### src/rtl/dma_chan_status.sv
`timescale 1ns/1ps
module dma_chan_status #(
  parameter int NCH = 16,
  parameter int AW  = $clog2(NCH + 1)
) (
  input  logic            clk,
  input  logic            rst_n,
  input  logic [AW-1:0]   bus_addr,
  input  logic            bus_we,
  input  logic [31:0]     bus_wdata,
  output logic [31:0]     bus_rdata,
  input  logic [NCH-1:0]  ev_start,
  input  logic [NCH-1:0]  ev_end,
  input  logic [NCH-1:0]  ev_eor,
  input  logic [NCH-1:0]  ev_ras,
  input  logic [NCH-1:0]  ev_stop,
  input  logic [NCH-1:0]  ev_buserr,
  input  logic [NCH-1:0]  req_active,
  output logic [NCH-1:0]  run_o,
  output logic [NCH-1:0]  nodesc_o,
  output logic [NCH-1:0]  eor_stop_o,
  output logic [NCH-1:0]  eor_jump_o,
  output logic [NCH-1:0]  cmp_o,
  output logic [NCH-1:0]  irq_sum_o,
  output logic            irq_o
);

  localparam logic [31:0] KEEP_M = 32'h0000_061F;
  localparam logic [31:0] W1C_M  = 32'h0000_0207;
  localparam logic [31:0] CTRL_M = 32'hFC80_0000;
  localparam logic [31:0] RST_V  = 32'h0000_0008;

  logic [NCH-1:0][31:0] st_all;

  for (genvar i = 0; i < NCH; i++) begin : g_ch
    logic        sel;
    logic [31:0] st, wv, nx;

    assign sel = bus_we && (bus_addr == AW'(i));

    always_comb begin
      wv = (st & KEEP_M & ~(bus_wdata & W1C_M)) | (bus_wdata & CTRL_M);
      if (wv[29]) wv[3] = 1'b0;
      if (!bus_wdata[31] && !bus_wdata[22]) wv[3] = 1'b1;
      if (bus_wdata[24]) wv[10] = 1'b0;
      if (bus_wdata[25]) wv[10] = 1'b1;
      nx = sel ? wv : st;
      nx[0] = nx[0] | ev_buserr[i];
      nx[1] = nx[1] | ev_start[i];
      nx[2] = nx[2] | ev_end[i];
      nx[3] = nx[3] | ev_stop[i];
      nx[4] = nx[4] | ev_ras[i];
      nx[9] = nx[9] | ev_eor[i];
    end

    always_ff @(posedge clk or negedge rst_n)
      if (!rst_n) st <= RST_V;
      else        st <= nx;

    assign st_all[i]     = st;
    assign run_o[i]      = st[31];
    assign nodesc_o[i]   = st[30];
    assign eor_jump_o[i] = st[27];
    assign eor_stop_o[i] = st[26];
    assign cmp_o[i]      = st[10];
    assign irq_sum_o[i]  = (st[29] & st[3]) | (st[28] & st[9]) |
                           (st[23] & st[4]) | st[1] | st[2];
  end

  always_comb begin
    bus_rdata = '0;
    for (int j = 0; j < NCH; j++)
      if (bus_addr == AW'(j))
        bus_rdata = st_all[j] | (32'(req_active[j]) << 8);
    if (bus_addr == AW'(NCH))
      bus_rdata = 32'(irq_sum_o);
  end

  always_ff @(posedge clk or negedge rst_n)
    if (!rst_n) irq_o <= 1'b0;
    else        irq_o <= |irq_sum_o;

endmodule

### config.mk
export PLATFORM = sky130hd
export DESIGN_NAME = dma_chan_status
export DESIGN_NICKNAME = d
export VERILOG_FILES = /design/src/rtl/dma_chan_status.sv
export SDC_FILE = /design/constraint.sdc
export NUM_CORES = 1
export LEC_CHECK = 0
export ABC_AREA = 1
export CAP_MARGIN = 20
export CORE_AREA = 2 2 156 158
export CTS_CLUSTER_DIAMETER = 150
export DETAILED_ROUTE_END_ITERATION = 10
export DIE_AREA = 0 0 158 160
export MAX_ROUTING_LAYER = met4
export PLACE_DENSITY = 0.8
export SKIP_CTS_REPAIR_TIMING = 1
export SYNTH_ARGS = -nofsm -noshare
export SYNTH_HDL_FRONTEND = slang
export SYNTH_SLANG_ARGS = --single-unit
### constraint.sdc
create_clock -name clk -period 2.3 [get_ports clk]
set_input_delay 0.46 -clock clk [delete_from_list [all_inputs] [get_ports clk]]
set_output_delay 0.46 -clock clk [all_outputs]
set_load 0.03 [all_outputs]
Word-level counts from Yosys, hierarchy flattened
Index checks and enable logic that the tools add are counted.
{"block": "op_classes", "addsub": 0, "n_reduce_logical": 21, "shifts": 0, "n_div": 0, "magnitude_cmp": 0, "multipliers": 0, "eq_ne": 16, "n_mux": 97, "n_bitwise": 257}
{"cell": "two-way mux 32 bit", "n": 17}
{"cell": "bitwise AND 11 x 32 -> 32 bit", "n": 16}
{"cell": "OR 32 bit", "n": 16}
{"cell": "OR 32 x 9 -> 32 bit", "n": 16}
{"cell": "two-way mux 10 bit", "n": 16}
{"cell": "OR 1 bit", "n": 160}
{"cell": "two-way mux 1 bit", "n": 64}
{"cell": "bitwise AND 1 bit", "n": 48}
{"cell": "equality test 5 x 4 -> 1 bit (second input constant)", "n": 8}
{"cell": "inverter 10 -> 32 bit", "n": 1}
{"cell": "equality test 5 x 3 -> 1 bit (second input constant)", "n": 4}
{"cell": "logical AND 1 bit", "n": 17}
{"cell": "OR reduction 16 bit", "n": 1}
{"cell": "equality test 5 x 2 -> 1 bit (second input constant)", "n": 2}
{"cell": "equality test 5 x 1 -> 1 bit (second input constant)", "n": 1}
{"cell": "equality test 5 bit (second input constant)", "n": 1}
{"cell": "logical NOT 5 bit", "n": 1}
{"cell": "logical NOT 1 bit", "n": 2}
{"block": "totals", "latchBits": 0, "rom_bits": 0, "register_bits": 513, "out_inout_bits": 129, "mem_count": 0, "ram_bits": 0}

Logic depth before layout (Yosys ltp)
{"block": "logic_depth", "ltp_word": 18, "ltp_mapped": 14}

Worst setup path before layout
OpenSTA, ideal clock, no wires.
{"block": "synth_path", "path_type": "input to output", "from": "input port bus_addr[1]", "to": "output port bus_rdata[26]", "n_path_buf": 1, "stages": 14, "t_arrival_ps": 1935, "t_required_ps": 1840, "path_slack_ps": -95, "path_cell_list": "nor2_2 -> nand2_2 -> nor2_1 -> buf_4 -> nand2_1 -> nand2_1 -> nor2_1 -> nand4_1 -> nand2_1 -> nand4_1 -> nor2_1 -> nand4_1 -> nor2_1 -> nor2_1"}
{"block": "synth_between", "elab_chain_cells": 18}
{"element": "start, declared", "line": "8", "source": "input logic [AW-1:0] bus_addr,"}
{"element": "logical NOT 5 bit", "line": "73", "source": "if (bus_addr == AW'(j))"}
{"element": "two-way mux 32 bit (16 in a row)", "line": "73"}
{"element": "two-way mux 32 bit *", "line": "75", "source": "if (bus_addr == AW'(NCH))"}
{"element": "end, declared", "line": "11", "source": "output logic [31:0] bus_rdata,"}
Every way passes the cells marked *; elsewhere a longest branch is shown, timed or not.

Worst setup path after layout
{"block": "layout_path", "from": "register g_ch[2].st[31]", "to": "output port bus_rdata[31]"}
{"block": "layout_between", "elab_chain_cells": 16}
{"element": "start, declared", "line": "37", "source": "logic [31:0] st, wv, nx;"}
{"element": "start signal, assigned", "line": "58", "source": "else st <= nx;"}
{"element": "OR 32 x 9 -> 32 bit", "line": "74", "source": "bus_rdata = st_all[j] | (32'(req_active[j]) << 8);"}
{"element": "two-way mux 32 bit (14 in a row)", "line": "73"}
{"element": "two-way mux 32 bit", "line": "75"}
No other way between the ends.

==> results.cfg <==
[placement]
numPortBuffers = 253
place_inst = 2131
dp.final_hpwl_mm = 34.44
place_area_um2 = 15380
place_congestion = 1.042
place_ws_ns = -1.195

[detailed_routing]
viasPerCell = 5.491
drtIter0Drc = 1304
drc = 0
wl_per_cell_um = 21.08
postRouteAntennaNets = 0
drtPass1Iterations = 5
vias = 12063
drt_wl_total_mm = 46.32

[power]
power_frac_seq_pct = 38.8
p_int_mw = 8.647
switching_share_pct = 30.85
p_switching_mw = 3.858
peakVddDrop_mv = 0.6540
power_mw = 12.50
comb_power_share_pct = 23.5
clkPwrFrac_pct = 37.8
leakage_nw = 7.978
cellPowerDensity_nw_per_um2 = 735.0

[final_layout]
drive_above_1_share_pct = 25.52
fin_cells = 2197
design_area_um2 = 17010
antenna_cells = 0
num-nets-final = 2006
post-route-util_pct = 71.43
nFillCells = 1857
syn_to_final_growth_pct = 46.48

[global_route]
grt_pass1_vias = 11698
grt_overflow_total = 0
grt_max_degree = 65
grt_usage_pct = 37.18
antenna_found_initial = 0
grt_first_pass_wirelength_mm = 68.65

[sta]
layout_setup_ws_ns = -0.7108
fmax_ghz = 0.3321
fin_crit_ns = 3.011
rsz0062_at_grt = true
drv_slew = 0
timing.hold.ws_ns = 0.4121
slew_headroom_pct = 67.01
hold_viol_final = 0
worst_slew_pin_slew_ns = 0.4903
fin_crit_sh_pct = 130.9
tns_ns = -7.408
finalSetupViolations = 15
finalClockSkew_ns = 0.01583

[setup_path]
critPathCaptureType = output port
cp_num_cells = 11
worst_ep_required_time_ns = 1.84
crit_buf_inv = 2
crit_slowest_cell = dfrtp_1
start_kind = flip-flop
r2r-start = g_ch[3].st[4]
worstReg2RegEnd = irq_o
rrSetupSlack_ns = 0.32
worst_path_most_repeated_cell = nand4_1
arrival_ns = 2.55
crit_family = simple AND/OR/NAND/NOR gates
cpPeakStageDelay_ns = 0.43
r2r.worst_path.cells = 8
cp_max_fo = 3
crit_start = g_ch[2].st[31]
crit_type = flip-flop to output port
path_cells = nand3_2 > nand3_2 > nor2_4 > nand4_1 > nor2_2 > nand4_1 > nor2_2 > nand4_1 > nand2_1 > inv_1 > buf_6

[run]
maxCapViolations = 0

[floorplanning]
die-area_um2 = 25280
rows = 57
die_w_um = 158
die_height_um = 160
start_util_pct = 48.76
boundaryPins = 281
coreArea_um2 = 23820

[synthesis]
ys_types = 28
synth.top_cell.area_share_pct = 45.03
syn_avg_cell_area_um2 = 7.806
synth_top_cell_by_area = dfrtp_1
async_flop_share_pct = 100.0
netlist_area_um2 = 11610
synth_edf_count = 0
synth_most_common_cell = nand2_1
synthTopCellsByCount = nand2_1 (413), dfrtp_1 (209), o21ai_0 (185), inv_1 (176), nor2_1 (107)
yosysWarnings = 0
synthTopCellsByArea = dfrtp_1 (45%), nand2_1 (13%), o21ai_0 (8.0%)
ys.flop_type = dfrtp_1
synthCells = 1488
ys_seq_area_share_pct = 48.65
ys_seq_elements = 225

[clock_network]
cts_buffers = 25
htree_num_levels = 1
cts_sinks = 225
clock_path_buffers = 3
clk_pin_slew_worst_paths_ns = 0.06
tritoncts = yes
root_buffer = clkbuf_16
insertion_delay_ns = 0.55

[outcome]
violations = setup timing
status = complete, but fails checks

[min_path]
hold_path_class = primary input to async pin
==> sequential cells by signal (all words and copies together) (netlist names) <==
signal / cells
g_ch.st: 224
irq_o: 1
==> kinds of logic (layout without fill, tap and decap cells) <==
| logic type | after synthesis | count (layout) | share of synthesized area (%) |
|---|---|---|---|
| flops | 225 | 225 | 48.65 |
| other cells | 1 | 9 | 0.03229 |
| buf+inv | 333 | 710 | 13.80 |
| compound gates | 258 | 258 | 12.57 |
| simple gates | 671 | 671 | 24.95 |
==> routing by layer <==
metal  up-vias  part of all wire, %  GRT usage, %
met2       780                   45         55.02
met3       151                   11         5.563
met4         0                  4.8         14.74
li1       5398                    -             -
met1      5734                   40         51.64
met5         -                    0             -
==> how the worst max path moves through the flow <==
stage / end / slack, ns
finish: bus_rdata[31] / -0.71
global route: bus_rdata[31] / -0.77
CTS: bus_rdata[31] / -1.21
detailed placement: bus_rdata[31] / -1.20
global placement: bus_rdata[31] / -1.20
floorplan: bus_rdata[26] / 0.04
==> final cells by class <==
type                       instances  area [um2]  share of cell area, %
multi-input combinational        938        4816                  28.31
sequential                       225        5650                  33.21
clock inverter                    12       245.2                  1.441
inverter                         191       737.0                  4.332
tap                              324       405.4                  2.383
clock buffer                      34       729.5                  4.287
timing repair buffer             473        4431                  26.04
==> power by group through the flow <==
stage               clock (mW)  combinational, mW  sequential (mW)
floorplan                    0               1.74             4.72
global placement             0               2.70             4.88
detailed placement           0               2.75             4.89
CTS                       4.73               2.76             4.83
global route              4.91               3.12             4.89
finish                    4.72               2.93             4.85
==> cell usage in the layout (no fill, tap or decap), drive strengths merged <==
cell type and n:
a2111oi 5, a21oi 20, a221o 16, a221oi 3, a22o 2, buf 253, bufinv 7, clkbuf 43
clkdlybuf4s50 208, clkinv 4, clkinvlp 1, conb 9, dfrtp 209, dfstp 16, dlygate4sd3 1, dlymetal6s2s 2
inv 191, nand2 415, nand3 27, nand4 53, nor2 129, nor4 12, o21ai 190, o21bai 19
o22ai 3, or2 35
Note: power is estimated with default switching activity, not from simulation.
